==> config.mk <==
export PLATFORM = sky130hd
export DESIGN_NAME = ccd_hseq_top
export DESIGN_NICKNAME = d
export VERILOG_FILES = /design/src/rtl/ccd_hseq_pkg.sv /design/src/rtl/ccd_pix_counter.sv /design/src/rtl/ccd_line_counter.sv /design/src/rtl/ccd_strobe_gen.sv /design/src/rtl/ccd_hseq_top.sv
export SDC_FILE = /design/constraint.sdc
export NUM_CORES = 1
export LEC_CHECK = 0
export BUFFER_PORTS_ARGS = -buffer_cell sky130_fd_sc_hd__buf_2
export CAP_MARGIN = 20
export CORE_UTILIZATION = 33
export CTS_BUF_LIST = sky130_fd_sc_hd__clkbuf_16
export DETAILED_ROUTE_END_ITERATION = 10
export MAX_ROUTING_LAYER = met4
export PLACE_DENSITY = 0.56
export SKIP_CTS_REPAIR_TIMING = 1
export SKIP_LAST_GASP = 1
export SLEW_MARGIN = 30
export SYNTH_ARGS = -nofsm -noshare
export SYNTH_HDL_FRONTEND = slang
export SYNTH_SLANG_ARGS = --single-unit
==> constraint.sdc <==
create_clock -name clk -period 1.4 [get_ports clk]
set_clock_uncertainty 0.15 [all_clocks]
set_input_delay 0.14 -clock clk [delete_from_list [all_inputs] [get_ports clk]]
set_output_delay 0.14 -clock clk [all_outputs]
set_load 0.01 [all_outputs]
==> src/rtl/ccd_hseq_pkg.sv <==
package ccd_hseq_pkg;

  localparam int unsigned DUMMY_PIX    = 28;
  localparam int unsigned LEAD_OB_PIX  = 4;
  localparam int unsigned TRAIL_OB_PIX = 48;
  localparam int unsigned FRONT_OB_LN  = 10;
  localparam int unsigned BACK_OB_LN   = 2;

  typedef enum logic [1:0] {
    SEQ_VBLANK = 2'd0,
    SEQ_VOB    = 2'd1,
    SEQ_EFF    = 2'd2
  } seq_e;

  typedef enum logic [2:0] {
    SEG_SHIFT = 3'd0,
    SEG_DUMMY = 3'd1,
    SEG_LEAD  = 3'd2,
    SEG_ACT   = 3'd3,
    SEG_TRAIL = 3'd4
  } hseg_e;

  typedef struct packed {
    logic ob;
    logic dc;
    logic hb;
    logic pb;
  } strobes_t;

  // Part of the line that pixel index p falls into
  function automatic hseg_e pix_segment(int unsigned p, int unsigned shift,
                                        int unsigned act);
    if (p < shift)                                  return SEG_SHIFT;
    else if (p < shift + DUMMY_PIX)                 return SEG_DUMMY;
    else if (p < shift + DUMMY_PIX + LEAD_OB_PIX)   return SEG_LEAD;
    else if (p < shift + DUMMY_PIX + LEAD_OB_PIX + act) return SEG_ACT;
    else                                            return SEG_TRAIL;
  endfunction

  // Horizontal sequence used by line index l
  function automatic seq_e line_sequence(int unsigned l, int unsigned vblank,
                                         int unsigned act_lines);
    if (l < vblank)                                   return SEQ_VBLANK;
    else if (l < vblank + FRONT_OB_LN)                return SEQ_VOB;
    else if (l < vblank + FRONT_OB_LN + act_lines)    return SEQ_EFF;
    else                                              return SEQ_VOB;
  endfunction

  // Strobe values for one sequence and one part of the line
  function automatic strobes_t strobe_pick(seq_e s, hseg_e g, logic hclk_en);
    strobes_t r;
    logic in_shift;
    in_shift = (g == SEG_SHIFT);
    r.hb = in_shift;
    unique case (s)
      SEQ_VBLANK: begin
        r.ob = 1'b0;
        r.dc = hclk_en && (g == SEG_DUMMY);
        r.pb = 1'b1;
      end
      SEQ_VOB: begin
        r.ob = !in_shift;
        r.dc = !in_shift;
        r.pb = in_shift;
      end
      default: begin
        r.ob = (g == SEG_TRAIL);
        r.dc = (g == SEG_TRAIL);
        r.pb = in_shift;
      end
    endcase
    return r;
  endfunction

endpackage

==> src/rtl/ccd_pix_counter.sv <==
module ccd_pix_counter #(
  parameter int unsigned LINE_TOTAL = 100,
  parameter int unsigned PW = $clog2(LINE_TOTAL)
) (
  input  logic          clk,
  input  logic          rst,
  input  logic          restart,
  output logic [PW-1:0] pix,
  output logic          line_end
);
  localparam logic [PW-1:0] LAST = PW'(LINE_TOTAL - 1);

  assign line_end = (pix == LAST);

  always_ff @(posedge clk) begin
    if (rst || restart) pix <= '0;
    else if (line_end)  pix <= '0;
    else                pix <= pix + 1'b1;
  end
endmodule

==> src/rtl/ccd_line_counter.sv <==
module ccd_line_counter #(
  parameter int unsigned FRAME_LINES = 21,
  parameter int unsigned LW = $clog2(FRAME_LINES)
) (
  input  logic          clk,
  input  logic          rst,
  input  logic          restart,
  input  logic          advance,
  output logic [LW-1:0] line
);
  localparam logic [LW-1:0] LAST = LW'(FRAME_LINES - 1);

  always_ff @(posedge clk) begin
    if (rst || restart) line <= '0;
    else if (advance)   line <= (line == LAST) ? '0 : line + 1'b1;
  end
endmodule

==> src/rtl/ccd_strobe_gen.sv <==
module ccd_strobe_gen
  import ccd_hseq_pkg::*;
(
  input  logic  clk,
  input  logic  rst,
  input  seq_e  seq,
  input  hseg_e hseg,
  input  logic  hclk_en,
  output logic  ob_clamp,
  output logic  dummy_clamp,
  output logic  hblank,
  output logic  pix_blank
);
  strobes_t nxt;

  always_comb nxt = strobe_pick(seq, hseg, hclk_en);

  always_ff @(posedge clk) begin
    if (rst) begin
      ob_clamp    <= 1'b0;
      dummy_clamp <= 1'b0;
      hblank      <= 1'b0;
      pix_blank   <= 1'b1;
    end else begin
      ob_clamp    <= nxt.ob;
      dummy_clamp <= nxt.dc;
      hblank      <= nxt.hb;
      pix_blank   <= nxt.pb;
    end
  end
endmodule

==> src/rtl/ccd_hseq_top.sv <==
module ccd_hseq_top
  import ccd_hseq_pkg::*;
#(
  parameter int unsigned SHIFT_PIX    = 4,
  parameter int unsigned ACT_PIX      = 16,
  parameter int unsigned VBLANK_LINES = 3,
  parameter int unsigned ACT_LINES    = 6
) (
  input  logic clk,
  input  logic rst,
  input  logic frame_start,
  input  logic hclk_vblank_en,
  output logic ob_clamp,
  output logic dummy_clamp,
  output logic hblank,
  output logic pix_blank
);
  localparam int unsigned LINE_TOTAL  = SHIFT_PIX + DUMMY_PIX + LEAD_OB_PIX + ACT_PIX + TRAIL_OB_PIX;
  localparam int unsigned FRAME_LINES = VBLANK_LINES + FRONT_OB_LN + ACT_LINES + BACK_OB_LN;
  localparam int unsigned PW = $clog2(LINE_TOTAL);
  localparam int unsigned LW = $clog2(FRAME_LINES);

  // Named internal events, also used by the checker
  logic [PW-1:0] pix_cnt;
  logic [LW-1:0] line_cnt;
  logic          line_end;
  seq_e          seq_sel;
  hseg_e         hseg;

  ccd_pix_counter #(.LINE_TOTAL(LINE_TOTAL), .PW(PW)) u_pix (
    .clk(clk), .rst(rst), .restart(frame_start),
    .pix(pix_cnt), .line_end(line_end)
  );

  ccd_line_counter #(.FRAME_LINES(FRAME_LINES), .LW(LW)) u_line (
    .clk(clk), .rst(rst), .restart(frame_start),
    .advance(line_end), .line(line_cnt)
  );

  always_comb begin
    hseg    = pix_segment(32'(pix_cnt), SHIFT_PIX, ACT_PIX);
    seq_sel = line_sequence(32'(line_cnt), VBLANK_LINES, ACT_LINES);
  end

  ccd_strobe_gen u_strobe (
    .clk(clk), .rst(rst), .seq(seq_sel), .hseg(hseg),
    .hclk_en(hclk_vblank_en),
    .ob_clamp(ob_clamp), .dummy_clamp(dummy_clamp),
    .hblank(hblank), .pix_blank(pix_blank)
  );
endmodule

==> impl_metrics.tcl, run 1 <==
set metrics [dict create \
    result_of_the_run "finished with violations" \
    violations "setup timing" \
    clk_root_buffer_cell "sky130_fd_sc_hd__clkbuf_16" \
    highest_cell_delay_on_the_worst_timing_path_ns 0.37 \
    hold_violations 0 \
    cts_tree "done" \
    power_per_cell_area_mw_per_mm2 828 \
    num_io_pins 8 \
    switching_share 0.198 \
    crit_type "reg2reg" \
    first_pass_iters 1 \
    grt_util_all_layers 0.152 \
    tritoncts_num_sinks 16 \
    async_flop_share 0 \
    r2r_setup_slack_ns -0.20 \
    grt_antenna_before_repair 0 \
    required_ns 1.39 \
    initial_core_util 0.361 \
    finish.net_count 126 \
    synth.yosys.seq_area_share 0.439 \
    crit_fanout 4 \
    via_count_of_the_first_global_routing_pass 622 \
    max-slew-margin-rel 0.793 \
    instances_no_fill 145 \
    layout.area.seq_sq_um 330 \
    drive_above_1_share 0.593 \
    part_of_the_power_in_registers 0.426 \
    fp-row-count 16 \
    timing.hold.worst.class "in2reg" \
    fin_crit_ns 1.60 \
    worst_ep_arrival_time_ns 1.59 \
    edff_count_synth 0 \
    p_int_mw 0.866 \
    crit_start "u_pix.pix[3]" \
    n_fill_cell 163 \
    drc 0 \
    yosys_warnings 0 \
    leakage_nw 0.511 \
    place_inst 135 \
    switching_power_summed_over_all_nets_mw 0.215 \
    final_antenna_net_count 0 \
    fp.dieArea_sq_mm 0.00240 \
    crit_path_cell_trace "or3_4 > a311oi_2 > nor3b_2 > a41o_2" \
    post-dp-hpwl_um 1140 \
    synth.distinct_cells 28 \
    top_usage_layer "met2" \
    routability_congestion_estimate 0.795 \
    routedWlPerCell_um 13.0 \
    die-width_um 49.0 \
    synth_area_leader "sky130_fd_sc_hd__dfxtp_1" \
    cp_slowest_cell "sky130_fd_sc_hd__or3_4" \
    syn_area_per_cell_sq_um 9.35 \
    detail_route.vias_per_cell 4.65 \
    multi_input_comb_area_sq_um 548 \
    critical_path_endpoint_category "flip-flop" \
    n_antenna_cell 0 \
    power_frac_comb 0.056 \
    finalWorstSetupSlack_ns -0.199 \
    crit_path_end "u_strobe.dummy_clamp" \
    grt_start_max_net_pins 10 \
    use_met1 0.156 \
    setup_repair_after_global_routing_missed_its_margin "yes" \
    yosys.area.top_type_share 0.439 \
    grt_overflow_total 0 \
    grtUsageMet2 0.257 \
    port-buffer-count 7 \
    power.share.clock 0.518 \
    wirelength_um 1890 \
    cts-htree-levels 1 \
    layout.core_utilization 0.645 \
    slew_at_the_pin_closest_to_its_max_slew_limit_ns 0.310 \
    clock_buffer_depth 2 \
    area.growth.synth_to_final_pct 78.9 \
    r2r_start "u_pix.pix[3]" \
    grt_first_pass_wirelength_um 2590 \
    drt_iter0_markers 0 \
    slew_viol_final 0 \
    maxCapViolCount 0 \
    r2r_end "u_strobe.dummy_clamp" \
    fmaxAchievable_ghz 0.626 \
    grt_use_met3 0.0561 \
    reg2regPathDepth 4 \
    cts_made_buffers 3 \
    yosys_most_used_dff "sky130_fd_sc_hd__dfxtp_1" \
    worst_setup_hold_path_clk_slew_ns 0.05 \
    timing.critical_path.from_type "flip-flop" \
    vdd.ir_drop.worst_v 0.000708 \
    setup_violations 14 \
    die-height_um 49.0 \
    final_min_period_over_clock_period 1.14 \
    synth_seq_cells 16 \
    insertion_delay_ns 0.25 \
    number_of_nets_produced_by_synthesis 85 \
    dr_total_vias 674 \
    core_area_sq_mm 0.00202 \
    netlist_area_sq_um 729 \
    netlist_instances 78 \
    synthTopCellsByArea "sky130_fd_sc_hd__dfxtp_1 (44%), sky130_fd_sc_hd__nor2_1 (7.2%), sky130_fd_sc_hd__xnor2_1 (6.0%)" \
]
## synth_stat cells (2+ instances only)
library cell	instances
sky130_fd_sc_hd__xor2_1	4
sky130_fd_sc_hd__nand4_1	2
sky130_fd_sc_hd__inv_1	3
sky130_fd_sc_hd__nand2_1	4
sky130_fd_sc_hd__xnor2_1	5
sky130_fd_sc_hd__or3_1	2
sky130_fd_sc_hd__nor3_1	2
sky130_fd_sc_hd__ha_1	3
sky130_fd_sc_hd__nor2b_1	2
sky130_fd_sc_hd__nand3_1	4
sky130_fd_sc_hd__nor2_1	14
sky130_fd_sc_hd__a311oi_1	2
sky130_fd_sc_hd__dfxtp_1	16
## flip-flops by register name, indices dropped and copies added (netlist names)
name,cells
u_pix.pix,7
u_strobe.ob_clamp,1
u_strobe.dummy_clamp,1
u_strobe.hblank,1
u_strobe.pix_blank,1
u_line.line,5
## power by group through the flow
| stage | clock network (mW) | logic (mW) | registers (mW) |
|---|---|---|---|
| after global placement | 0 | 0.0344 | 0.474 |
| after detailed placement | 0 | 0.0348 | 0.473 |
| final | 0.560 | 0.0608 | 0.460 |
| after CTS | 0.567 | 0.0350 | 0.464 |
| after global routing | 0.594 | 0.0655 | 0.460 |
| after floorplan | 0 | 0.0164 | 0.475 |
## cells by family (layout without fill, tap and decap cells)
logic type                 count (synthesis)  after routing  synth area share
AOI/OAI and AO/OA                          9              9             0.101
xor gates and xnor gates                   9              9             0.108
adders and majority gates                  3              3            0.0515
buffers and inverters                      5             45            0.0377
DFF                                       16             16             0.439
and+or+nand+nor                           36             36             0.262
## layout make-up
| class | instances | area share |
|---|---|---|
| repair buffers | 38 | 0.232 |
| clock inverters | 1 | 0.00288 |
| flip-flops and latches | 16 | 0.253 |
| well taps | 27 | 0.0259 |
| multi-input cells | 57 | 0.420 |
| inverters | 3 | 0.00863 |
| clock buffers | 3 | 0.0575 |
## critical path: cells and delay by family (launching register included)
kind	cells	cell delay, ns
AOI/OAI and AO/OA	2	0.52
and+or+nand+nor	2	0.46
DFF	1	0.36
## stage by stage
| stage | power (mW) | hold slack (ns) | instance area [sq um] | setup slack, ns | setup TNS, ns |
|---|---|---|---|---|---|
| floorplan | 0.491 | 0.0984 | 753 | -0.138 | -0.421 |
| finish | 1.08 | 0.173 | 1310 | -0.199 | -1.95 |
| global placement | 0.508 | 0.245 | 987 | -0.167 | -1.28 |
| CTS | 1.07 | -0.00575 | 1070 | -0.194 | -1.57 |
| detailed placement | 0.508 | 0.250 | 987 | -0.177 | -1.29 |
| global route | 1.12 | 0.187 | 1310 | -0.282 | -2.82 |
## routing by layer
layer / wire [um] / vias up
met3: 59 / 2
met5: 0 / -
met2: 1070 / 8
met4: 19 / 0
met1: 743 / 313
li1: - / 351
## how the worst min path moves through the flow
stage,to,slack [ns],startpoint,cells after the start
after CTS,u_strobe.dummy_clamp,-0.006,hclk_vblank_en,2
after global placement,u_strobe.dummy_clamp,0.24,hclk_vblank_en,2
after global routing,u_line.line[1],0.19,frame_start,4
after detailed placement,u_strobe.dummy_clamp,0.25,hclk_vblank_en,2
after floorplan,u_strobe.pix_blank,0.1,rst,2
final,u_strobe.hblank,0.17,rst,3
## cells in the final DEF, fill, tap and decap left out, types with 2 or more instances in the layout
cell                        Yosys  final
sky130_fd_sc_hd__buf_4          0     26
sky130_fd_sc_hd__dfxtp_1       16     12
sky130_fd_sc_hd__nor2_4         0      7
sky130_fd_sc_hd__nor2_1        14      7
sky130_fd_sc_hd__buf_2          1      7
sky130_fd_sc_hd__nand3_1        4      4
sky130_fd_sc_hd__xnor2_1        5      4
sky130_fd_sc_hd__xor2_1         4      4
sky130_fd_sc_hd__inv_1          3      3
sky130_fd_sc_hd__or3_4          0      3
sky130_fd_sc_hd__clkbuf_16      0      3
sky130_fd_sc_hd__nand2_1        4      2
sky130_fd_sc_hd__nand4_1        2      2
sky130_fd_sc_hd__buf_12         0      2
sky130_fd_sc_hd__buf_6          1      2
sky130_fd_sc_hd__dfxtp_2        0      2
sky130_fd_sc_hd__dfxtp_4        0      2
No activity file was read; power rests on OpenSTA's default activity.
==> run 2, diff against run 1 <==
Settings changed: CORE_UTILIZATION 33 to 49, PLACE_DENSITY 0.56 to 0.75.
==> impl_metrics.tcl, run 2 (synthesis gave the netlist of run 1 again) <==
set metrics [dict create \
    layout.core_utilization 0.828 \
    largest_reg_flops 7 \
    finalWorstSetupSlack_ns -0.250 \
    power.share.clock 0.526 \
    final_min_period_over_clock_period 1.18 \
    leakage_nw 0.444 \
    crit_path_cell_trace "ha_4 > nand2_2 > nor4_4 > buf_4 > or3_4 > buf_6 > nor2_2" \
    worstHoldPathCells 2 \
    max-slew-margin-rel 0.805 \
    grt_util_all_layers 0.237 \
    switching_share 0.196 \
    tritoncts_num_sinks 16 \
    power_per_cell_area_mw_per_mm2 959 \
    r2r_setup_slack_ns -0.25 \
    drt_iter0_markers 18 \
    result_of_the_run "finished with violations" \
    drive_above_1_share 0.532 \
    required_ns 1.42 \
    cp_slowest_cell "sky130_fd_sc_hd__or3_4" \
    maxCapViolCount 0 \
    via_count_of_the_first_global_routing_pass 581 \
    final_design_area_no_fill_sq_mm 0.00112 \
    placement.cell_area_sq_um 950 \
    routability_congestion_estimate 0.762 \
    post-dp-hpwl_um 1090 \
    dr_total_vias 684 \
    wl_met2_um 1030 \
    power_frac_comb 0.041 \
    layout.cells.most_common "sky130_fd_sc_hd__buf_4" \
    r2r_end "u_pix.pix[2]" \
    setup_violations 13 \
    first_pass_iters 4 \
    crit_type "reg2reg" \
    clk_root_buffer_cell "sky130_fd_sc_hd__clkbuf_16" \
    met1Wirelength_um 792 \
    hold_violations 1 \
    critical_path_endpoint_category "flip-flop" \
    worst_hold_margin_ns -0.00582 \
    wirelength_um 1980 \
    violations "hold timing, setup timing" \
    vdd.ir_drop.worst_v 0.000717 \
    timing.hold.worst.class "in2reg" \
    cts-htree-levels 1 \
    worstHoldEndpoint "u_strobe.dummy_clamp" \
    fmaxAchievable_ghz 0.606 \
    dr_wl_met3_um 95 \
    timing.critical_path.from_type "flip-flop" \
    crit_fanout 7 \
    reg2regPathDepth 7 \
    detail_route.vias_per_cell 5.52 \
    insertion_delay_ns 0.24 \
    setup_repair_after_global_routing_missed_its_margin "yes" \
    core_area_sq_mm 0.00135 \
    layout.cells.most_common_list "sky130_fd_sc_hd__buf_4 (19), sky130_fd_sc_hd__nor2_1 (11), sky130_fd_sc_hd__dfxtp_1 (10)" \
    drc 0 \
    initial_core_util 0.540 \
    cts_made_buffers 3 \
    n_antenna_cell 0 \
    fp.dieArea_sq_mm 0.00165 \
    die-height_um 40.6 \
    die-width_um 40.6 \
    top_layer_used "met4" \
    worst_ep_arrival_time_ns 1.67 \
    slew_viol_final 0 \
    regMostFlops "u_pix.pix" \
    cts_tree "done" \
    area.growth.synth_to_final_pct 53.2 \
    grt_start_max_net_pins 10 \
    num_io_pins 8 \
    biggestRegsByFlops "u_pix.pix: 7 flops, u_line.line: 5 flops" \
    worst_setup_hold_path_clk_slew_ns 0.05 \
    r2r_start "u_pix.pix[1]" \
    switching_power_summed_over_all_nets_mw 0.210 \
    final_antenna_net_count 0 \
    grt_antenna_before_repair 0 \
    finish.net_count 117 \
    slew_at_the_pin_closest_to_its_max_slew_limit_ns 0.293 \
    min-delay-start "hclk_vblank_en" \
    port-buffer-count 7 \
    fin_crit_ns 1.65 \
    highest_cell_delay_on_the_worst_timing_path_ns 0.35 \
    grt_overflow_total 0 \
    routedWlPerCell_um 16.0 \
    setup_tns_ns -1.95 \
    fp-row-count 13 \
    clock_buffer_depth 2 \
    part_of_the_power_in_registers 0.434 \
    grt_first_pass_wirelength_um 2410 \
    p_int_mw 0.862 \
]
## run 2: changes by cell type in the layout (fill, tap and decap cells not counted), sizes merged
cell         before  now
dlygate4sd3       1    0
buf              37   29
## run 2: power by group through the flow
stage          combinational [mW]  clock [mW]  sequential [mW]
4_1_cts                    0.0342       0.559            0.464
3_3_place_gp               0.0339           0            0.473
5_1_grt                    0.0478       0.592            0.465
3_5_place_dp               0.0339           0            0.473
6_report                   0.0435       0.563            0.465
2_1_floorplan              0.0164           0            0.475
## run 2: worst max-delay path by stage
stage / start / endpoint / cells after the start
global route: u_pix.pix[1] / u_pix.pix[2] / 7
floorplan: u_line.line[1] / u_strobe.dummy_clamp / 4
finish: u_pix.pix[1] / u_pix.pix[2] / 7
detailed placement: u_line.line[1] / u_strobe.dummy_clamp / 5
global placement: u_line.line[1] / u_strobe.dummy_clamp / 5
CTS: u_pix.pix[0] / u_pix.pix[2] / 7
## run 2: worst max-delay path: cells and delay by family (launching register included)
kind | cells | cell delay (ns)
fa+ha+maj | 1 | 0.17
buf+inv | 2 | 0.32
flops | 1 | 0.34
simple gates | 4 | 0.61
## run 2: routing by layer
layer / up-vias / global-route usage
met3: 8 / 0.0500
met4: 0 / 0.125
met1: 314 / 0.267
li1: 338 / -
met2: 24 / 0.389
met5: - / -
## run 2: layout make-up
class	instances	area (sq um)
multi-input cells	57	469
flip-flops and latches	16	328
fillers	83	233
repair buffers	29	211
clock buffers	3	75.1
well taps	15	18.8
inverters	3	11.3
clock inverters	1	3.75
## run 2: through the flow
step | power [mW] | hold WS, ns | worst slack (ns) | instances
floorplan | 0.491 | 0.0984 | -0.138 | 78
detailed placement | 0.507 | 0.252 | -0.190 | 120
finish | 1.07 | -0.00582 | -0.250 | 124
CTS | 1.06 | -0.00322 | -0.228 | 124
global placement | 0.507 | 0.244 | -0.158 | 120
global route | 1.10 | -0.00128 | -0.282 | 124
